## src/rtl/vport_pkg.sv

```systemverilog
package vport_pkg;

    // Register select codes
    localparam logic [2:0] SEL_CTRL  = 3'd0;
    localparam logic [2:0] SEL_PTR_L = 3'd1;
    localparam logic [2:0] SEL_PTR_H = 3'd2;
    localparam logic [2:0] SEL_WR_L  = 3'd3;
    localparam logic [2:0] SEL_WR_H  = 3'd4;
    localparam logic [2:0] SEL_RD_L  = 3'd5;
    localparam logic [2:0] SEL_RD_H  = 3'd6;

    // Remap geometry: mode m rotates the low (BASE_SHIFT+m+ROT_BITS) bits
    localparam int REMAP_BASE_SHIFT = 4;
    localparam int REMAP_ROT_BITS   = 3;
    localparam int REMAP_MODES      = 4;

    typedef struct packed {
        logic       inc_high;
        logic [1:0] remap;
        logic [1:0] step;
    } port_ctrl_t;

    typedef enum logic [1:0] {
        FS_IDLE    = 2'd0,
        FS_FETCH   = 2'd1,
        FS_CAPTURE = 2'd2
    } fetch_state_e;

endpackage

```

## src/rtl/vport_remap.sv

```systemverilog
module vport_remap
    import vport_pkg::*;
#(
    parameter int ADDR_W = 15
) (
    input  logic [1:0]        mode,
    input  logic [ADDR_W-1:0] addr_in,
    output logic [ADDR_W-1:0] addr_out
);

    logic [ADDR_W-1:0] cand [REMAP_MODES];

    assign cand[0] = addr_in;

    // Each mode is a left rotation of a low field by REMAP_ROT_BITS
    for (genvar m = 1; m < REMAP_MODES; m++) begin : g_mode
        localparam int SH = REMAP_BASE_SHIFT + m;
        localparam int FW = SH + REMAP_ROT_BITS;
        assign cand[m] = {addr_in[ADDR_W-1:FW], addr_in[SH-1:0], addr_in[FW-1:SH]};
    end

    assign addr_out = cand[mode];

endmodule

```

## src/rtl/vport_addr.sv

```systemverilog
module vport_addr #(
    parameter int ADDR_W   = 15,
    parameter int BYTE_W   = 8,
    parameter int STEP_MID = 32,
    parameter int STEP_BIG = 128
) (
    input  logic              clk,
    input  logic              rst_n,
    input  logic              ld_lo,
    input  logic              ld_hi,
    input  logic [BYTE_W-1:0] ld_data,
    input  logic              advance,
    input  logic [1:0]        step_code,
    output logic [ADDR_W-1:0] addr_q
);

    localparam int HI_W = ADDR_W - BYTE_W;

    logic [ADDR_W-1:0] step_amt;

    always_comb begin
        unique case (step_code)
            2'd0:    step_amt = ADDR_W'(1);
            2'd1:    step_amt = ADDR_W'(STEP_MID);
            default: step_amt = ADDR_W'(STEP_BIG);
        endcase
    end

    always_ff @(posedge clk) begin
        if (!rst_n) begin
            addr_q <= '0;
        end else if (ld_lo) begin
            addr_q[BYTE_W-1:0] <= ld_data;
        end else if (ld_hi) begin
            addr_q[ADDR_W-1:BYTE_W] <= ld_data[HI_W-1:0];
        end else if (advance) begin
            addr_q <= addr_q + step_amt;
        end
    end

endmodule

```

## src/rtl/vport_fetch_fsm.sv

```systemverilog
module vport_fetch_fsm
    import vport_pkg::*;
(
    input  logic clk,
    input  logic rst_n,
    input  logic start,
    output logic rd_en,
    output logic capture
);

    fetch_state_e state_q, state_d;

    always_ff @(posedge clk) begin
        if (!rst_n) state_q <= FS_IDLE;
        else        state_q <= state_d;
    end

    always_comb begin
        state_d = state_q;
        unique case (state_q)
            FS_IDLE:    state_d = start ? FS_FETCH : FS_IDLE;
            FS_FETCH:   state_d = start ? FS_FETCH : FS_CAPTURE;
            FS_CAPTURE: state_d = start ? FS_FETCH : FS_IDLE;
            default:    state_d = FS_IDLE;
        endcase
    end

    always_comb begin
        rd_en   = 1'b0;
        capture = 1'b0;
        unique case (state_q)
            FS_FETCH:   rd_en   = 1'b1;
            FS_CAPTURE: capture = 1'b1;
            default:    ;
        endcase
    end

endmodule

```

## src/rtl/vport_vram_port.sv

```systemverilog
module vport_vram_port
    import vport_pkg::*;
#(
    parameter int ADDR_W     = 15,
    parameter int BYTE_W     = 8,
    parameter int LINE_W     = 9,
    parameter int FIRST_LINE = 1,
    parameter int STEP_MID   = 32,
    parameter int STEP_BIG   = 128
) (
    input  logic              clk,
    input  logic              rst_n,
    input  logic              reg_wr,
    input  logic              reg_rd,
    input  logic [2:0]        reg_sel,
    input  logic [7:0]        reg_wdata,
    output logic [7:0]        reg_rdata,
    input  logic              blk_en,
    input  logic              forced_blank,
    input  logic [8:0]        cur_line,
    input  logic [8:0]        vis_height,
    output logic              mem_wr_en,
    output logic              mem_wr_hi,
    output logic [14:0]       mem_wr_addr,
    output logic [7:0]        mem_wr_data,
    output logic              mem_rd_en,
    output logic [14:0]       mem_rd_addr,
    input  logic [15:0]       mem_rd_data
);

    localparam int WORD_W = 2 * BYTE_W;
    localparam logic [LINE_W:0] FIRST_L = (LINE_W+1)'(FIRST_LINE);

    port_ctrl_t          ctrl_q;
    logic                inc_high;
    logic [ADDR_W-1:0]   addr_q;
    logic [ADDR_W-1:0]   eff_addr;
    logic [WORD_W-1:0]   prefetch_q;
    logic                fetch_rd, fetch_cap;

    // Access decode
    logic is_ctrl, is_ptr_l, is_ptr_h, is_wr_l, is_wr_h, is_rd_l, is_rd_h;
    assign is_ctrl  = reg_wr && (reg_sel == SEL_CTRL);
    assign is_ptr_l = reg_wr && (reg_sel == SEL_PTR_L);
    assign is_ptr_h = reg_wr && (reg_sel == SEL_PTR_H);
    assign is_wr_l  = reg_wr && (reg_sel == SEL_WR_L);
    assign is_wr_h  = reg_wr && (reg_sel == SEL_WR_H);
    assign is_rd_l  = reg_rd && (reg_sel == SEL_RD_L);
    assign is_rd_h  = reg_rd && (reg_sel == SEL_RD_H);

    assign inc_high = ctrl_q.inc_high;

    logic advance, rd_advance, fetch_start, in_display;
    assign advance     = inc_high ? (is_wr_h || is_rd_h) : (is_wr_l || is_rd_l);
    assign rd_advance  = advance && (is_rd_l || is_rd_h);
    assign fetch_start = is_ptr_l || is_ptr_h || rd_advance;
    assign in_display  = !forced_blank &&
                         ({1'b0, cur_line} < ({1'b0, vis_height} + FIRST_L));

    // Control register
    always_ff @(posedge clk) begin
        if (!rst_n) begin
            ctrl_q <= '0;
        end else if (is_ctrl) begin
            ctrl_q.inc_high <= reg_wdata[7];
            ctrl_q.remap    <= reg_wdata[3:2];
            ctrl_q.step     <= reg_wdata[1:0];
        end
    end

    vport_addr #(
        .ADDR_W  (ADDR_W),
        .BYTE_W  (BYTE_W),
        .STEP_MID(STEP_MID),
        .STEP_BIG(STEP_BIG)
    ) u_addr (
        .clk      (clk),
        .rst_n    (rst_n),
        .ld_lo    (is_ptr_l),
        .ld_hi    (is_ptr_h),
        .ld_data  (reg_wdata),
        .advance  (advance),
        .step_code(ctrl_q.step),
        .addr_q   (addr_q)
    );

    vport_remap #(
        .ADDR_W(ADDR_W)
    ) u_remap (
        .mode    (ctrl_q.remap),
        .addr_in (addr_q),
        .addr_out(eff_addr)
    );

    vport_fetch_fsm u_fsm (
        .clk    (clk),
        .rst_n  (rst_n),
        .start  (fetch_start),
        .rd_en  (fetch_rd),
        .capture(fetch_cap)
    );

    // Registered memory write request
    always_ff @(posedge clk) begin
        if (!rst_n) begin
            mem_wr_en   <= 1'b0;
            mem_wr_hi   <= 1'b0;
            mem_wr_addr <= '0;
            mem_wr_data <= '0;
        end else begin
            mem_wr_en <= (is_wr_l || is_wr_h) && !(blk_en && in_display);
            if (is_wr_l || is_wr_h) begin
                mem_wr_hi   <= is_wr_h;
                mem_wr_addr <= eff_addr;
                mem_wr_data <= reg_wdata;
            end
        end
    end

    // Prefetch word
    always_ff @(posedge clk) begin
        if (!rst_n)         prefetch_q <= '0;
        else if (fetch_cap) prefetch_q <= mem_rd_data;
    end

    assign mem_rd_en   = fetch_rd;
    assign mem_rd_addr = eff_addr;

    always_comb begin
        if (is_rd_h)      reg_rdata = prefetch_q[WORD_W-1:BYTE_W];
        else if (is_rd_l) reg_rdata = prefetch_q[BYTE_W-1:0];
        else              reg_rdata = '0;
    end

endmodule

```

## config.mk

```make
export PLATFORM = sky130hd
export DESIGN_NAME = vport_vram_port
export DESIGN_NICKNAME = d
export VERILOG_FILES = /design/src/rtl/vport_pkg.sv /design/src/rtl/vport_remap.sv /design/src/rtl/vport_addr.sv /design/src/rtl/vport_fetch_fsm.sv /design/src/rtl/vport_vram_port.sv
export SDC_FILE = /design/constraint.sdc
export NUM_CORES = 1
export LEC_CHECK = 0
export CAP_MARGIN = 30
export CORE_MARGIN = 2
export CORE_UTILIZATION = 40
export DETAILED_ROUTE_END_ITERATION = 8
export PLACE_DENSITY_LB_ADDON = 0.3
export SYNTH_ARGS = -nofsm -noshare
export SYNTH_HDL_FRONTEND = slang
export SYNTH_HIERARCHICAL = 1
export SYNTH_SLANG_ARGS = --single-unit
```

## constraint.sdc

```tcl
create_clock -name clk -period 3.68 [get_ports clk]
set_clock_uncertainty 0.2 [all_clocks]
set_input_delay 0.736 -clock clk [delete_from_list [all_inputs] [get_ports clk]]
set_output_delay 0.736 -clock clk [all_outputs]
set_load 0.02 [all_outputs]
```

# After elaboration in Yosys (flattened, before gate mapping)
# Index checks and enable logic that the tools add are counted.
# classes
n_mul	0
n_eq_ne	10
n_addsub	2
div	0
n_reduce_logical	27
n_mux	16
bitwise	2
shift	0
magnitude_cmp	2
# op_table
operator	n
15-bit 2-to-1 mux	3
8-bit 2-to-1 mux	4
15-bit binary-select mux with 2-bit select	1
8-bit one-hot mux with 2 select lines	1
15-bit by 8-bit adder with 15-bit output	1
1-bit logical AND	11
9-bit by 1-bit adder with 10-bit output (second input constant)	1
9-bit by 10-bit less-than comparator with 1-bit output	1
3-bit equality test (second input constant)	3
7-bit 2-to-1 mux	1
3-bit by 2-bit equality test with 1-bit output (second input constant)	2
1-bit logical OR	6
2-bit by 1-bit equality test with 1-bit output (second input constant)	2
2-bit zero test	2
1-bit 2-to-1 mux	4
2-bit one-hot mux with 2 select lines	1
2-bit AND reduction	2
2-bit nonzero test	2
3-bit by 1-bit equality test with 1-bit output (second input constant)	1
3-bit greater-or-equal comparator (second input constant)	1
3-bit zero test	1
2-bit inverter with 3-bit output	1
2-bit equality test (second input constant)	1
1-bit zero test	2
4 further kinds	4
# totals
register_bits	63
romBits	0
ram_bits	0
input_bits	51
out_inout_bits	49
elab_cells	70
n_memories	0
latch_bits	0

# Longest topological paths before layout
# logic_depth
ltp_word	8
ltp_mapped	10
depth_no_buf	8

# Hierarchy
# Netlist, hierarchy kept.
# by_module_without_submodules
module	n_inst	seq_area_each_um2	area_each_um2	cells_each
vport_vram_port	1	920.9	2387.3	260
vport_addr	1	300.3	1126.1	137
vport_remap	1	0.0	210.2	18
vport_fetch_fsm	1	40.0	80.1	7

# Worst setup path after synthesis
# Ideal clock, no wire load.
# synth_timing
kind	input port to flip-flop
startpoint	input port reg_sel[1]
endpoint	register u_addr.addr_q[12]
setup_ns	0.126
setup_slack_ns	0.848
required_ns	3.354
arrival_ns	2.506
path_stages	10
n_path_buf	3
path_cell_list	buf_6 > and2b_1 > clkbuf_1 > a32oi_1 > o22ai_1 > o21bai_1 > buf_2 > a221o_1 > o211ai_1 > o41ai_1
# synth_between
elab_chain_cells	6
elab_cells_between_ends	19
classes_between	eq/ne: 6; mux: 2; bitwise: 1; reduce/logical: 10
# synth_rtl
item	line_no	rtl
start, declared	vport_vram_port.sv:15	input logic [2:0] reg_sel,
3-bit by 2-bit equality test with 1-bit output, or another cell as far along	vport_vram_port.sv:46	assign is_wr_l = reg_wr && (reg_sel == SEL_WR_L);
1-bit logical AND, on equally long branches	n/a	
1-bit logical OR	vport_vram_port.sv:54	assign advance = inc_high ? (is_wr_h || is_rd_h) : (is_wr_l || is_rd_l);
1-bit 2-to-1 mux *	vport_vram_port.sv:54	
named net advance	vport_vram_port.sv:53	logic advance, rd_advance, fetch_start, in_display;
2-bit nonzero test (no source line) *	n/a	
2-bit AND reduction (no source line) *	n/a	
end signal, assigned by index	vport_addr.sv:33	addr_q[BYTE_W-1:0] <= ld_data;
end signal, assigned by index	vport_addr.sv:35	addr_q[ADDR_W-1:BYTE_W] <= ld_data[HI_W-1:0];
end signal, assigned	vport_addr.sv:37	addr_q <= addr_q + step_amt;
end, declared	vport_addr.sv:14	output logic [ADDR_W-1:0] addr_q
# The timed path passes the listed nets; every way through them passes the cells marked *.
# A chain may end at the register's enable or synchronous reset.

# Final worst setup path
# layout_timing
startpoint	input port reg_sel[2]
endpoint	output port reg_rdata[0]
# layout_between
elab_chain_cells	4
elab_cells_between_ends	6
classes_between	eq/ne: 2; mux: 2; reduce/logical: 2
# layout_rtl
item	line_no	rtl
3-bit equality test	vport_vram_port.sv:48	assign is_rd_l = reg_rd && (reg_sel == SEL_RD_L);
1-bit logical AND	vport_vram_port.sv:48	
8-bit 2-to-1 mux	vport_vram_port.sv:131	else if (is_rd_l) reg_rdata = prefetch_q[BYTE_W-1:0];
8-bit 2-to-1 mux *	vport_vram_port.sv:130	if (is_rd_h) reg_rdata = prefetch_q[WORD_W-1:BYTE_W];
end, declared	vport_vram_port.sv:17	output logic [7:0] reg_rdata,
# Mark *: on every way between the ends. The rest lies on a longest branch, timed or not.

==> metrics.md <==
| Metric | Value |
|---|---|
| Nets | 569 |
| DRC violations left | 0 |
| Crit path DAT | 2560 ps |
| N_diodes | 0 |
| Postcts setup bufs | 0 |
| Leakage | 1.738 nW |
| Synthesized flop and latch total | 63 |
| PostCTS Resize Cnt | 0 |
| Ratio of cells with drive above 1 in the final layout | 10.00% |
| Commonest cells after routing, fill and taps aside | 98 x clkdlybuf4s50_1, 63 x dfxtp_1, 33 x o21ai_0 |
| Status | complete, no violations |
| Die span in x | 101.5 um |
| Max Slew Vio Count | 0 |
| HPWL Detailed | 7504 um |
| Post-route ant nets | 0 |
| Yosys top cell area share | 33.16% |
| CTS max path bufs | 2 |
| CP bufs+invs | 2 |
| Die Footprint | 10,310 um2 |
| Register area share after synthesis | 33.16% |
| Post-synth EDFFs | 0 |
| Top delay family on crit path | buffers and inverters |
| Critical path's most frequent cell | clkdlybuf4s50_1 |
| Fin crit period | 3493 ps |
| Wire per inst | 16.56 um |
| Clock root cell | clkbuf_8 |
| Synthesized instance count | 422 |
| RSZ-0062 raised after global routing | no |
| Core box area | 9240 um2 |
| Pwr Density | 346.0 nW/um2 |
| H-tree levels | 3 |
| Worst Setup End Kind | output port |
| Starting density of the core | 41.16% |
| Yosys warns | 6 |
| Tot Pwr | 1.743 mW |
| Port Buffers | 99 |
| Ys async rst share | 0% |
| Peak supply drop | 212.6 uV |
| CTS tree | built |
| RR Startpoint | inc_high |
| Area Growth Syn to Fin | 32.40% |
| Vias per cell | 5.518 |
| Largest net degree at the start of global routing | 39 |
| Largest fanout on the critical path | 10 |
| Post-synthesis cell type count | 66 |
| Crit-path cells | clkdlybuf4s50_1 > nand2_1 > nor2_1 > clkdlybuf4s50_1 |
| Mean Syn Cell Area | 9.013 um2 |
| Clk_lat worst skew | 350 ps |
| Cell Rows | 35 |
| Tot GR Track Use | 21.12% |
| Worst Setup Path Type | input pin to output port |
| Max cap viols | 0 |
| Period utilisation layout | 94.92% |
| Clk pin slew, worst setup/hold paths | 80 ps |
| Fmax | 286.3 MHz |
| Worst-margin pin slew | 691.3 ps |
| Synth Flop Type | dfxtp_1 |
| Req. time, crit path | 2740 ps |
| Final Hold Viols | 0 |
| Area leader, netlist | dfxtp_1 |
| Gpl congestion | 0.9105 |
| Drt total wl | 10,580 um |
| Slew HR | 53.82% |
| 1st-iter DRT viols | 155 |
| Grt total ovfl | 0 |
| Hold path depth | 2 |
| Flop2flop setup slack | 1210 ps |
| Vias in the first global route | 3,412 |
| Commonest non-fill, non-tap cell in the layout | clkdlybuf4s50_1 |
| Cell area after synthesis | 3804 um2 |
| Reg-to-reg endpoint | u_addr/addr_q[7] |
| CTS buffer count | 9 |
| I/O pins | 100 |
| CTS Hold Bufs | 0 |
| R2R depth | 6 |
| CP Launch Type | input pin |
| # setup viols final | 0 |
| DRT Pass-1 Iters | 4 |
| Max incr delay on CP | 670 ps |
| Worst slack at placement | 39.32 ps |
| PnR worst setup slack | 186.9 ps |
| Sink Count | 63 |
| Initial antenna violation count | 0 |
| Synth Net Count | 486 |
| Routed vias | 3,526 |
| First-pass GRT wire length | 17,080 um |
| Worst Hold Path EP | mem_wr_addr[6] |
| Top cells by area, synth | dfxtp_1 33%, mux2i_1 6.1%, a21boi_0 4.7% |
| Hold Path Class | register to register |
| Cell at the slowest stage of the critical path | clkdlybuf4s50_1 |
| Hold path start | mem_wr_addr[6] |
| Setup TNS | 0 ps |
| Die height | 101.5 um |
==> per-stage QoR <==
step / hold slack, ps / utilization [%] / cell area, um2 / cells
after global routing: 287.4 / 54.50 / 5036 / 639
after CTS: 270.3 / 54.50 / 5036 / 639
after floorplan: 218.3 / - / 3804 / 422
after global placement: 228.3 / 52.01 / 4806 / 623
final: 275.5 / 54.50 / 5036 / 639
after detailed placement: 248.9 / 52.01 / 4806 / 623
==> final cells by class <==
class                           instances  area [um2]
Tap cell                              129       161.4
Timing Repair Buffer                  110        1069
Clock buffer                           10       137.6
Sequential cell                        63        1261
Clock inverter                          6       92.59
Fill cell                             853        4204
Inverter                                6       22.52
Multi-Input combinational cell        315        2292
==> power breakdown <==
group / switching [mW] / leakage [nW] / total, mW / internal, mW
Clock: 0.297 / 0.109 / 0.700 / 0.403
Combinational: 0.142 / 1.12 / 0.299 / 0.158
Sequential: 0.0374 / 0.511 / 0.744 / 0.706
==> synthesized netlist by cell type (all sizes together) (5+ instances only) <==
| cell | instances |
|---|---|
| a21oi | 10 |
| mux2 | 9 |
| mux2i | 23 |
| o21ai | 33 |
| nand4 | 5 |
| ha | 13 |
| xor2 | 6 |
| inv | 6 |
| nand4b | 6 |
| clkbuf | 15 |
| a21boi | 25 |
| nor2b | 29 |
| xnor2 | 5 |
| buf | 23 |
| nor2 | 19 |
| dfxtp | 63 |
| o211ai | 5 |
| a22oi | 9 |
| nand3 | 31 |
| nand2 | 23 |
| nor3 | 7 |
==> per-layer routing <==
layer	wire [um]	global-route usage (%)	up-vias
met4	127	6.133	0
met3	493	4.348	11
li1	-	-	1709
met5	0	0	-
met2	5196	36.23	109
met1	4765	26.71	1697
==> how the worst max path moves through the flow <==
stage	slack [ps]	start	cells after the start	endpoint
CTS	160	reg_sel[2]	4	reg_rdata[0]
finish	190	reg_sel[2]	4	reg_rdata[0]
global placement	170	reg_sel[1]	8	u_addr/addr_q[7]
floorplan	850	reg_sel[1]	10	u_addr/addr_q[12]
global route	60	reg_sel[2]	4	reg_rdata[0]
detailed placement	40	reg_sel[1]	8	u_addr/addr_q[7]
==> worst reg2reg max path, delay by kind of cell (launching register included) <==
kind | cells | cell delay (ps)
AND/OR/NAND/NOR | 1 | 640
flip-flops | 1 | 430
AO/OA/AOI/OAI | 5 | 1080
==> flip-flops by register name, summed over array words and instances, names as in the netlist <==
register and cells:
mem_wr_hi 1, mem_wr_data 8, prefetch_q 16, u_fsm/state_q 2, mem_wr_en 1, mem_wr_addr 15, inc_high 1, ctrl_q 4
u_addr/addr_q 15
==> logic make-up after synthesis <==
| kind of cell | Yosys count | synth area share, % |
|---|---|---|
| xor gates and xnor gates | 11 | 2.533 |
| adders and majority gates | 13 | 4.276 |
| muxes | 35 | 10.49 |
| buffers and inverters | 44 | 6.579 |
| AOI/OAI and AO/OA | 113 | 20.46 |
| DFF | 63 | 33.16 |
| and+or+nand+nor | 143 | 22.50 |
No activity file was read; power rests on OpenSTA's default activity.
